--- src/rtl/port_pwr_pkg.sv ---
// Package: shared limits and helpers for the port power controller.
// Assumes: no more than four downstream ports exist on the hub.
package port_pwr_pkg;
    localparam int MAX_PORTS = 4;

    // Width of a counter that must hold the value lim.
    function automatic int cnt_w(input int lim);
        return (lim < 2) ? 1 : $clog2(lim + 1);
    endfunction
endpackage

--- src/rtl/port_pwr_tick.sv ---
// Module: divides the system clock down to a single-cycle microsecond pulse.
// Assumes: CLK_PER_US >= 2 clock cycles per microsecond.
module port_pwr_tick #(
    parameter int CLK_PER_US = 48
) (
    input  logic clk,
    input  logic rst_n,
    output logic tick
);
    localparam int DW = port_pwr_pkg::cnt_w(CLK_PER_US - 1);
    localparam logic [DW-1:0] LAST = DW'(CLK_PER_US - 1);

    logic [DW-1:0] div_q;

    assign tick = (div_q == LAST);

    // Free-running divider that wraps after CLK_PER_US cycles.
    always_ff @(posedge clk) begin
        if (!rst_n)    div_q <= '0;
        else if (tick) div_q <= '0;
        else           div_q <= div_q + 1'b1;
    end

    // ticks are isolated single-cycle pulses.
    p_tick_spacing_r4: assert property (@(posedge clk) disable iff (!rst_n)
        tick |=> !tick);
endmodule

--- src/rtl/port_pwr_lane.sv ---
// Module: power switch state, overcurrent filter and change flag of one port.
// Assumes: oc_n is asynchronous (it is synchronised here); strobes last one cycle.
module port_pwr_lane #(
    parameter int  OC_US  = 501,
    parameter bit  ACTIVE = 1'b1
) (
    input  logic clk,
    input  logic rst_n,
    input  logic tick,
    input  logic pwr_set,
    input  logic pwr_clr,
    input  logic chg_clr,
    input  logic oc_n,
    output logic pwr_en_n,
    output logic oc_chg
);
    localparam int CW = port_pwr_pkg::cnt_w(OC_US);
    localparam logic [CW-1:0] LAST = CW'(OC_US - 1);

    logic          oc_s1, oc_s2;
    logic          pwr_on;
    logic [CW-1:0] flt_q;
    logic          trip;
    logic          set_ok;
    logic          clr_ok;

    assign set_ok   = ACTIVE && pwr_set;
    assign clr_ok   = pwr_clr || !ACTIVE;
    assign trip     = pwr_on && !oc_s2 && tick && (flt_q == LAST);
    assign pwr_en_n = !pwr_on;

    // Two-flop synchroniser for the sense input; idles at "no fault".
    always_ff @(posedge clk) begin
        if (!rst_n) begin
            oc_s1 <= 1'b1;
            oc_s2 <= 1'b1;
        end else begin
            oc_s1 <= oc_n;
            oc_s2 <= oc_s1;
        end
    end

    // Switch state: clear beats set, and set beats a same-cycle trip.
    always_ff @(posedge clk) begin
        if (!rst_n)      pwr_on <= 1'b0;
        else if (clr_ok) pwr_on <= 1'b0;
        else if (set_ok) pwr_on <= 1'b1;
        else if (trip)   pwr_on <= 1'b0;
    end

    // Filter: counts ticks of continuous fault while powered, otherwise holds zero.
    always_ff @(posedge clk) begin
        if (!rst_n)
            flt_q <= '0;
        else if (!pwr_on || oc_s2 || set_ok || clr_ok || trip)
            flt_q <= '0;
        else if (tick)
            flt_q <= flt_q + 1'b1;
    end

    // Sticky change flag: a trip sets it, an acknowledge clears it.
    always_ff @(posedge clk) begin
        if (!rst_n)       oc_chg <= 1'b0;
        else if (trip)    oc_chg <= 1'b1;
        else if (chg_clr) oc_chg <= 1'b0;
    end

    // the filter count never passes the window.
    p_flt_bound_r4: assert property (@(posedge clk) disable iff (!rst_n)
        flt_q <= LAST);
    // nothing accumulates while the port is unpowered.
    p_idle_filter_r3: assert property (@(posedge clk) disable iff (!rst_n)
        (pwr_en_n && !set_ok) |=> (flt_q == '0));
    // power only comes on after a set strobe.
    p_on_needs_set_r2: assert property (@(posedge clk) disable iff (!rst_n)
        $fell(pwr_en_n) |-> $past(set_ok));
    // the change flag holds until acknowledged.
    p_chg_sticky_r7: assert property (@(posedge clk) disable iff (!rst_n)
        (oc_chg && !chg_clr) |=> oc_chg);
    // a trip opens the switch unless a set strobe overrides it.
    p_trip_cuts_r4: assert property (@(posedge clk) disable iff (!rst_n)
        (trip && !set_ok) |=> (pwr_en_n && oc_chg));
endmodule

--- src/rtl/port_pwr_ctl.sv ---
// Module: top of the downstream port power controller; one lane per port.
// Assumes: self-powered hub, NUM_PORTS <= 4, 1 <= PORT_COUNT <= NUM_PORTS.
module port_pwr_ctl #(
    parameter int NUM_PORTS  = 4,
    parameter int PORT_COUNT = 4,
    parameter int CLK_PER_US = 48,
    parameter int OC_US      = 501
) (
    input  logic                 clk,
    input  logic                 rst_n,
    input  logic [NUM_PORTS-1:0] pwr_set,
    input  logic [NUM_PORTS-1:0] pwr_clr,
    input  logic [NUM_PORTS-1:0] chg_clr,
    input  logic [NUM_PORTS-1:0] oc_n,
    output logic [NUM_PORTS-1:0] pwr_en_n,
    output logic [NUM_PORTS-1:0] oc_chg
);
    logic tick;

    initial begin
        assert (NUM_PORTS >= 1 && NUM_PORTS <= port_pwr_pkg::MAX_PORTS);
        assert (PORT_COUNT >= 1 && PORT_COUNT <= NUM_PORTS);
    end

    port_pwr_tick #(.CLK_PER_US(CLK_PER_US)) u_tick (
        .clk(clk), .rst_n(rst_n), .tick(tick)
    );

    for (genvar p = 0; p < NUM_PORTS; p++) begin : g_lane
        port_pwr_lane #(.OC_US(OC_US), .ACTIVE(p < PORT_COUNT)) u_lane (
            .clk(clk), .rst_n(rst_n), .tick(tick),
            .pwr_set(pwr_set[p]), .pwr_clr(pwr_clr[p]), .chg_clr(chg_clr[p]),
            .oc_n(oc_n[p]), .pwr_en_n(pwr_en_n[p]), .oc_chg(oc_chg[p])
        );
        if (p >= PORT_COUNT) begin : g_unused
            // an unpopulated port is never powered and never flags.
            p_unused_off_r9: assert property (@(posedge clk) disable iff (!rst_n)
                pwr_en_n[p] && !oc_chg[p]);
        end
    end
endmodule

--- config.mk ---
export PLATFORM = sky130hd
export DESIGN_NAME = port_pwr_ctl
export DESIGN_NICKNAME = d
export VERILOG_FILES = /design/src/rtl/port_pwr_pkg.sv /design/src/rtl/port_pwr_tick.sv /design/src/rtl/port_pwr_lane.sv /design/src/rtl/port_pwr_ctl.sv
export SDC_FILE = /design/constraint.sdc
export NUM_CORES = 1
export LEC_CHECK = 0
export ABC_AREA = 1
export BUFFER_PORTS_ARGS = -buffer_cell sky130_fd_sc_hd__buf_4
export CORE_UTILIZATION = 50
export DETAILED_ROUTE_END_ITERATION = 16
export PLACE_DENSITY = 0.69
export RECOVER_POWER = 25
export SETUP_SLACK_MARGIN = 0.2
export SYNTH_ARGS = -nofsm -noshare
export SYNTH_HDL_FRONTEND = slang
export SYNTH_SLANG_ARGS = --single-unit
export TNS_END_PERCENT = 100
--- constraint.sdc ---
create_clock -name clk -period 1.91 [get_ports clk]
set_input_delay 0 -clock clk [delete_from_list [all_inputs] [get_ports clk]]
set_output_delay 0 -clock clk [all_outputs]
set_load 0.05 [all_outputs]
==> results of run 1 <==
[metrics by stage]
stage                     power (mW)  area (um^2)  hold WS [ns]  cells
after global routing            2.59         3600        0.0182    572
final                           2.49         3600       0.00316    572
after CTS                       2.52         3600       0.00174    568
after floorplan                 1.31         3040         0.107    448
after detailed placement        1.35         3240         0.190    536
after global placement          1.35         3240         0.188    536
[cell families (layout without fill, tap and decap cells)]
kind of cell	after synthesis	after routing	share of synthesized area
compound gates	43	43	0.0888
xor+xnor	9	9	0.0259
fa+ha+maj	9	9	0.0370
buf+inv	86	134	0.127
flops	58	58	0.382
simple gates	243	244	0.340
[critical path: stages (launching register included)]
cell and delay [ns]:
dfxtp_1 0.35, ha_1 0.21, nand3_2 0.15, nor2_4 0.22
inv_2 0.16, o21bai_4 0.26, inv_1 0.07, nand2_1 0.06
inv_1 0.03
[cell type report]
type	instances	area [um^2]	share of cell area
clock buffer	9	124	0.0344
clock inverter	7	76.3	0.0212
inverter	68	255	0.0709
multi-input combinational	305	1500	0.417
sequential	58	1160	0.322
tap	75	93.8	0.0261
timing repair buffer	50	389	0.108
[layer usage]
metal	vias up	routed length [um]	share of wire
li1	1461	-	-
met1	1204	2940	0.51
met2	26	2620	0.46
met3	5	115	0.020
met4	0	77	0.013
met5	-	0	0
[sequential cells by signal, summed over array words and instances (netlist names)]
| register | flops |
|---|---|
| g_lane.u_lane.flt_q | 36 |
| u_tick.div_q | 6 |
| g_lane.u_lane.oc_chg | 4 |
| g_lane.u_lane.oc_s1 | 4 |
| g_lane.u_lane.oc_s2 | 4 |
| g_lane.u_lane.pwr_on | 4 |
[cell usage in the layout, fill, tap and decap left out, types with 5 or more instances in the layout]
master	netlist	layout
nand2_1	142	142
inv_1	65	65
dfxtp_1	58	58
nor2_1	50	50
a21oi_1	34	34
buf_4	9	23
nand3_1	19	19
dlygate4sd3_1	0	16
nand4_1	12	12
xor2_1	9	9
ha_1	9	9
clkbuf_8	0	9
nand3b_1	8	8
or2_2	8	8
clkbuf_1	1	7
o21ai_0	5	5
[worst paths after layout]
| check | cells after the start | slack [ns] | endpoint |
|---|---|---|---|
| min | 3 | 0.003 | u_tick.div_q[1] |
| max reg2reg | 8 | 0.30 | g_lane[0].u_lane.flt_q[5] |
| max | 8 | 0.30 | g_lane[0].u_lane.flt_q[5] |
| min reg2reg | 1 | 0.42 | g_lane[2].u_lane.oc_s2 |
[power by group through the flow]
stage | Sequential, mW | Clock (mW) | Combinational, mW
6_report | 1.23 | 1.14 | 0.111
5_1_grt | 1.23 | 1.23 | 0.122
4_1_cts | 1.23 | 1.17 | 0.114
3_5_place_dp | 1.26 | 0 | 0.0881
3_3_place_gp | 1.26 | 0 | 0.0866
2_1_floorplan | 1.26 | 0 | 0.0535
[repair_timing]
action / 4_1_cts / 5_1_grt
endpoints found under the hold margin: 12 / 0
endpoints found under the setup margin: 0 / 15
resized for setup: 0 / 0
buffers inserted: 0 / 3
hold buffers: 16 / 0
==> run metrics, run 1 <==
WL per Instance=10.0 um; worst path required time=2.15 ns; top-count cell post-synth=nand2_1; Num CTS Buffers=9; # clock sinks=58; cell leakage power=1.46 nW; Max H-tree Level=3; P_sw=0.590 mW; met1 GRT Util=0.256; Synth Warn #=0; Core Footprint=0.00589 mm^2; GRT Total Usage=0.197; Initial Util=0.517; pins over their slew limit=0; Die Y=80.0 um; Placement Rows=28; n_diodes=0; post-synthesis sequential area ratio=0.382; post-place setup slack=0.305 ns; peak supply drop=0.555 mV; CTS root buffer=clkbuf_8; die width=80.0 um; first-pass GRT wire length=9800 um; CTS tree=built; routing usage on met2=0.307; Clock Power Share=0.460; DRC errors left=0; Synth cell types=22; ranking of synthesized cells by area=dfxtp_1, nand2_1, inv_1; Fillers=572; Core Util, Final=0.612; Max Cap Violations=0; Setup CP Type=flop to flop; sequential share of power=0.496; Placer Congestion=0.809; Final Skew=0.00803 ns; Final WS setup=0.302 ns; initial antenna violation count=0; clk buf depth=2; Setup crit start=u_tick.div_q[0]; Yosys top cell by area=dfxtp_1; power density over cell area=691 mW/mm^2; nets=519; port bufs=25; Worst-path clk slew=0.07 ns; startpoint class of the critical path=flop; syn_area_per_cell=6.79 um^2; Vias=2,696; DP HPWL=4020 um; Int Pwr=1.90 mW; DRT Wirelength=5750 um; full die area=0.00640 mm^2; met3 usage in global routing=0.0411; post-route ant nets=0; synthesis-to-finish area growth=18.4%; Async S/R FF share, synth=0; Logic pwr share=0.045; layout cell share with drive strength beyond 1=0.123; number of global-route vias before repair=2,344; vias per cell=4.71; # IOs=26; Congestion Overflow GR=0; Post-Synthesis Cells=448; Top FF cell, synth=dfxtp_1; Pre-antenna DRT Iters=4; Rel. slew slack=0.602; post-synth design cell area=0.00304 mm^2; number of flops mapped to enable cells by yosys=0; Sw Ratio=0.237; #FFs+latches synth=58; final worst path period share=0.842; final worst path period need=1.61 ns; Setup TNS=0 ns; RSZ-0062 raised after global routing=yes; reg2reg start=u_tick.div_q[0]; status=finished, final reports clean; Final Hold Fails=0; critical path capture point type=flop; Clock Latency Late Sink=0.34 ns; worst-path fanout max=13; Hold Crit Class=primary input to flop; Yosys top cell area share=0.382; hold path startpoint=rst_n; Post-Syn Nets=475; drt initial violations=111; Final Setup Violations=0; Top Usage Layer GRT=met2; Worst-Margin Slew=0.599 ns; data arrival time of the critical path=1.85 ns; Max Clock Freq=622 MHz; largest net degree at the start of global routing=19; most instantiated cells after synthesis=nand2_1, inv_1, dfxtp_1, nor2_1, a21oi_1
No activity file was read; power rests on OpenSTA's default activity.
==> run 2: changes to the inputs <==
Settings changed: PLACE_DENSITY 0.69 to 0.71.
Clock period 1.91 ns to 1.3 ns, I/O delays scaled along.
==> run 2 against run 1 <==
Net effect: critical endpoint is now g_lane[1].u_lane.flt_q[2]; first-iteration DRC count shrank 22%; the run now ends with setup timing left; largest power group is now clock; die area is the same; clock-buffer cell count grew 2; highest routed layer unchanged.
==> run metrics, run 2 (synthesized netlist as in run 1, its figures left out) <==
status=complete, but fails checks; violated checks=setup timing; n_diodes=0 (unchanged); Largest regs=g_lane.u_lane.flt_q x36, u_tick.div_q x6; post-route ant nets=0 (unchanged); routing usage on met2=0.440 (+0.133); register area=0.00117 mm^2 (+0.54%); Final Skew=0.0101 ns (+0.00203 ns); Max Clock Freq=710 MHz (+14%); GRT Total Usage=0.244 (+0.0470); die width=80.0 um (unchanged); Final WS setup=-0.109 ns (-0.412 ns); FF-to-FF End=g_lane[1].u_lane.flt_q[2]; most common cell after layout, fill and taps aside=nand2_1; Fillers=425 (-26%); vias per cell=4.82 (+2.3%); pins over their slew limit=0 (unchanged); WL per Instance=11.5 um (+15%); synthesis-to-finish area growth=42.4%; reg2reg start=u_tick.div_q[1]; full die area=0.00640 mm^2 (unchanged); number of global-route vias before repair=2,877 (+23%); layout cell share with drive strength beyond 1=0.272 (+0.149); Final Setup Violations=40 (+40); initial antenna violation count=0 (unchanged); final worst path period share=1.08 (+0.243); DP HPWL=4640 um (+15%); largest net degree at the start of global routing=14 (-5); hold path startpoint=pwr_clr[0]; Max H-tree Level=3 (unchanged); post-place setup slack=-0.107 ns (-0.412 ns); data arrival time of the critical path=1.63 ns (-0.22 ns); Num CTS Buffers=9 (unchanged); Worst-Margin Slew=0.336 ns (-0.264 ns); first-pass GRT wire length=12,100 um (+23%); Placer Congestion=0.820 (+1.4%); worst path required time=1.52 ns (-0.63 ns); port bufs=25 (unchanged); Top reg by flops=g_lane.u_lane.flt_q; max FFs per register=36 (unchanged); Pre-antenna DRT Iters=4 (unchanged); critical path capture point type=flop; peak supply drop=0.926 mV (+67%); # IOs=26 (unchanged); DRC errors left=0 (unchanged); Setup CP Type=flop to flop; Top Usage Layer GRT=met2; Final Hold Fails=0 (unchanged); nets=573 (+10%); Rel. slew slack=0.775 (+0.173); Setup TNS=-2.00 ns (-2.00 ns); Vias=3,018 (+12%); # clock sinks=58 (unchanged); most frequent cells in the layout=nand2_1, buf_4, inv_1, dfxtp_1, nor2_1; Core Footprint=0.00589 mm^2 (unchanged); DRT Wirelength=7210 um (+25%); multi-input logic area=0.00162 mm^2 (+7.6%); clk buf depth=2 (unchanged); Congestion Overflow GR=0 (unchanged); Setup crit start=u_tick.div_q[1]; worst r2r path cells=8 (unchanged); met3 usage in global routing=0.0343 (-0.00686); Initial Util=0.517 (unchanged); Hold Crit Class=primary input to flop; Die Y=80.0 um (unchanged); Core Util, Final=0.736 (+0.124); R2R Setup Slk=-0.11 ns (-0.41 ns); CTS root buffer=clkbuf_8; cell leakage power=1.90 nW (+30%); CTS tree=built; startpoint class of the critical path=flop; power density over cell area=951 mW/mm^2 (+38%); Worst Setup EP=g_lane[1].u_lane.flt_q[2]; Max Cap Violations=0 (unchanged); final worst path period need=1.41 ns (-0.198 ns); RSZ-0062 raised after global routing=yes; drt initial violations=87 (-22%); met1 GRT Util=0.280 (+0.0237); Clock Latency Late Sink=0.35 ns (about the same); Placement Rows=28 (unchanged); Worst-path clk slew=0.06 ns (about the same); worst-path fanout max=7 (-6)
[run 2: through the flow]
| stage | cells | power, mW | instance area (um^2) | hold WS [ns] |
|---|---|---|---|---|
| final | 626 | 4.12 | 4330 | 0.114 |
| after global routing | 626 | 4.21 | 4330 | 0.148 |
| after CTS | 622 | 4.13 | 4210 | 0.104 |
| after detailed placement | 584 | 2.00 | 3630 | 0.190 |
| after global placement | 584 | 2.00 | 3630 | 0.187 |
| after floorplan | 448 | 1.94 | 3080 | 0.107 |
[run 2: area by class of cell]
class / instances / share of cell area
inverters: 68 / 0.0607
well taps: 75 / 0.0217
flip-flops and latches: 58 / 0.270
clock buffers: 11 / 0.0350
clock inverters: 5 / 0.0231
repair buffers: 105 / 0.217
multi-input cells: 304 / 0.373
[run 2: metal layers]
| layer | up-vias | share of wire | routed length (um) |
|---|---|---|---|
| met5 | - | 0 | 0 |
| met3 | 15 | 0.030 | 215 |
| li1 | 1574 | - | - |
| met4 | 0 | 0.022 | 158 |
| met2 | 51 | 0.50 | 3620 |
| met1 | 1378 | 0.45 | 3220 |
[run 2: how the worst min path moves through the flow]
stage | endpoint | slack [ns] | cells after the start
finish | g_lane[0].u_lane.flt_q[3] | 0.11 | 5
global route | g_lane[0].u_lane.flt_q[3] | 0.15 | 5
CTS | g_lane[0].u_lane.flt_q[3] | 0.10 | 5
detailed placement | g_lane[1].u_lane.oc_s1 | 0.19 | 2
global placement | g_lane[1].u_lane.oc_s1 | 0.19 | 2
floorplan | g_lane[0].u_lane.oc_s1 | 0.11 | 1
[run 2: repair_timing]
action | CTS | global route
buffers inserted | 3 | 4
pin swaps | 8 | 7
hold buffers | 17 | 0
resized for setup | 21 | 22
endpoints found under the hold margin | 17 | 0
cloned | 2 | 0
endpoints found under the setup margin | 49 | 49
[run 2: critical path, stage by stage (launching register included)]
cell      delay [ns]
dfxtp_2         0.35
ha_4            0.15
nand3_4         0.07
nor2_4          0.11
buf_6           0.15
nand2_2         0.06
o21bai_4        0.21
buf_12          0.15
a21oi_1         0.04
[run 2: power breakdown]
group | internal (mW) | switching [mW] | leakage (nW)
logic | 0.110 | 0.0830 | 1.30
registers | 1.80 | 0.0133 | 0.472
clock network | 1.37 | 0.737 | 0.129
==> run 3: changes to the inputs <==
Settings changed: CORE_UTILIZATION 50 to 30, GPL_TIMING_DRIVEN set to 1, PLACE_DENSITY 0.71 to unset, PLACE_DENSITY_LB_ADDON set to 0.25.
==> run 3 against run 2 <==
Net effect: the run still ends with setup timing left; die area grew 65%; critical path depth is the same; clock skew grew 0.0062 ns; non-clock buffer count shrank 6; worst hold slack gained 0.0013 ns; clock power shrank 18%; critical path type unchanged; largest cell class unchanged.
==> run metrics, run 3 (synthesized netlist as in run 1, its figures left out) <==
status=complete, but fails checks; violated checks=setup timing; CTS tree=built; # clock sinks=58 (unchanged); hold path depth=3 (-2); n_diodes=0 (unchanged); initial antenna violation count=0 (unchanged); Placement Rows=36 (+29%); reg2reg start=u_tick.div_q[1]; Max stage delay on crit path=0.35 ns (about the same); Largest regs=g_lane.u_lane.flt_q x36, u_tick.div_q x6; Worst Setup EP=g_lane[3].u_lane.flt_q[2]; Die Y=103 um (+28%); power density over cell area=888 mW/mm^2 (-6.6%); Worst-Margin Slew=0.400 ns (+0.0645 ns); DP HPWL=4810 um (+3.6%); CP max-delay cell=dfxtp_2; FF-to-FF End=g_lane[3].u_lane.flt_q[2]; Final WS setup=-0.135 ns (-0.0260 ns); clk buf depth=2 (unchanged); critical path capture point type=flop; post-route ant nets=0 (unchanged); WL per Instance=9.86 um (-14%); die width=103 um (+28%); vias per cell=4.31 (-11%); Num CTS Buffers=9 (unchanged); final worst path period share=1.10 (+0.0200); DRT Wirelength=6690 um (-7.2%); startpoint class of the critical path=flop; max FFs per register=36 (unchanged); Hold WS=0.116 ns (+0.00133 ns); critical path depth=8 (unchanged); Clock Latency Late Sink=0.34 ns (about the same); Hold Crit Class=primary input to flop; final worst path period need=1.44 ns (+0.0260 ns); port bufs=25 (unchanged); Core Footprint=0.00982 mm^2 (+67%); first-pass GRT wire length=11,500 um (-4.6%); Setup crit start=u_tick.div_q[1]; DRC errors left=0 (unchanged); worst r2r path cells=8 (unchanged); post-place setup slack=-0.132 ns (-0.0250 ns); Initial Util=0.310 (-0.207); most frequent CP cell=buf_12; full die area=0.0105 mm^2 (+65%); Vias=2,925 (-3.1%); Pre-antenna DRT Iters=4 (unchanged); CTS root buffer=clkbuf_8; RSZ-0062 raised after global routing=yes; Final Setup Violations=46 (+15%); cell leakage power=1.77 nW (-6.6%); Max Clock Freq=697 MHz (-1.8%); worst-path cell chain=ha_4 -> nand3_4 -> nor2_4 -> buf_12 -> nand2_2 -> o21bai_4 -> buf_12 -> a21oi_1; data arrival time of the critical path=1.66 ns (+0.03 ns); nets=568 (-0.87%); layout cell share with drive strength beyond 1=0.238 (-0.0341); Rel. slew slack=0.733 (-0.0425); most common cell after layout, fill and taps aside=nand2_1; GRT Total Usage=0.138 (-0.106); most frequent cells in the layout=nand2_1, buf_4, inv_1, dfxtp_1, nor2_1; synthesis-to-finish area growth=38.7%; Setup CP Type=flop to flop; peak supply drop=0.464 mV (-50%); Max Cap Violations=0 (unchanged); Final Hold Fails=0 (unchanged); Worst-path clk slew=0.07 ns (about the same); CP top delay family=flip-flops; drt initial violations=91 (+4.6%); # IOs=26 (unchanged); Fillers=1,032 (+140%); Final Skew=0.0162 ns (+0.00619 ns); pins over their slew limit=0 (unchanged); largest net degree at the start of global routing=13 (-1); Top reg by flops=g_lane.u_lane.flt_q; worst-path fanout max=12 (+5); number of global-route vias before repair=2,719 (-5.5%); R2R Setup Slk=-0.14 ns (-0.03 ns); Congestion Overflow GR=0 (unchanged); CP bufs+invs=2 (unchanged); Max H-tree Level=3 (unchanged); worst path required time=1.52 ns (about the same); Placer Congestion=0.755 (-8.0%)
run 3: cell types whose count changed in the layout (fill, tap and decap cells not counted), sizes merged:
cell	previous run	this run
bufbuf	2	0
inv	68	69
clkbuf	12	11
o21bai	4	5
bufinv	3	1
buf	85	82
clkinv	2	0
clkinvlp	0	3
run 3: worst min path at each step:
stage,start,end,slack (ns)
after floorplan,oc_n[0],g_lane[0].u_lane.oc_s1,0.11
after global placement,oc_n[3],g_lane[3].u_lane.oc_s1,0.19
after detailed placement,oc_n[3],g_lane[3].u_lane.oc_s1,0.19
after CTS,rst_n,g_lane[3].u_lane.oc_chg,0.12
after global routing,rst_n,g_lane[3].u_lane.oc_chg,0.18
final,rst_n,g_lane[3].u_lane.oc_chg,0.12
run 3: what timing repair did:
action | 4_1_cts | 5_1_grt
hold endpoints to repair | 17 | 0
buffers inserted | 0 | 2
resized for setup | 6 | 9
pin swaps | 1 | 3
hold buffers | 17 | 0
endpoints found under the setup margin | 49 | 49
cloned | 1 | 0
run 3: metrics by stage:
step	setup TNS, ns	util	instances	cell area [um^2]	power [mW]
finish	-2.71	0.430	679	4220	3.75
global route	-6.71	0.430	679	4220	3.91
CTS	-3.10	0.424	677	4160	3.81
detailed placement	-2.87	0.380	643	3740	2.00
global placement	-1.51	0.380	643	3740	2.00
floorplan	0	-	448	3080	1.94
run 3: cell type report:
cell class	count	area (um^2)	area share
clock inverter	5	61.3	0.0145
sequential	58	1160	0.276
clock buffer	11	151	0.0359
inverter	68	258	0.0611
tap	133	166	0.0394
timing repair buffer	99	842	0.200
multi-input combinational	305	1580	0.374
run 3: worst min-delay path, cell delays in order:
cell     delay (ns)
buf_4          0.08
inv_1          0.17
a21oi_1        0.16
run 3: where the power goes:
group          internal, mW  total, mW  switching [mW]
clock network         0.995       1.74           0.749
registers              1.80       1.82          0.0131
logic                 0.109      0.189          0.0802
total                  2.91       3.75           0.842
run 3: per-layer routing:
metal,routed length (um),vias to the layer above,GRT usage
li1,-,1563,-
met1,3130,1317,0.172
met2,3280,35,0.233
met3,180,10,0.0258
met4,103,0,0.0593
met5,0,-,0
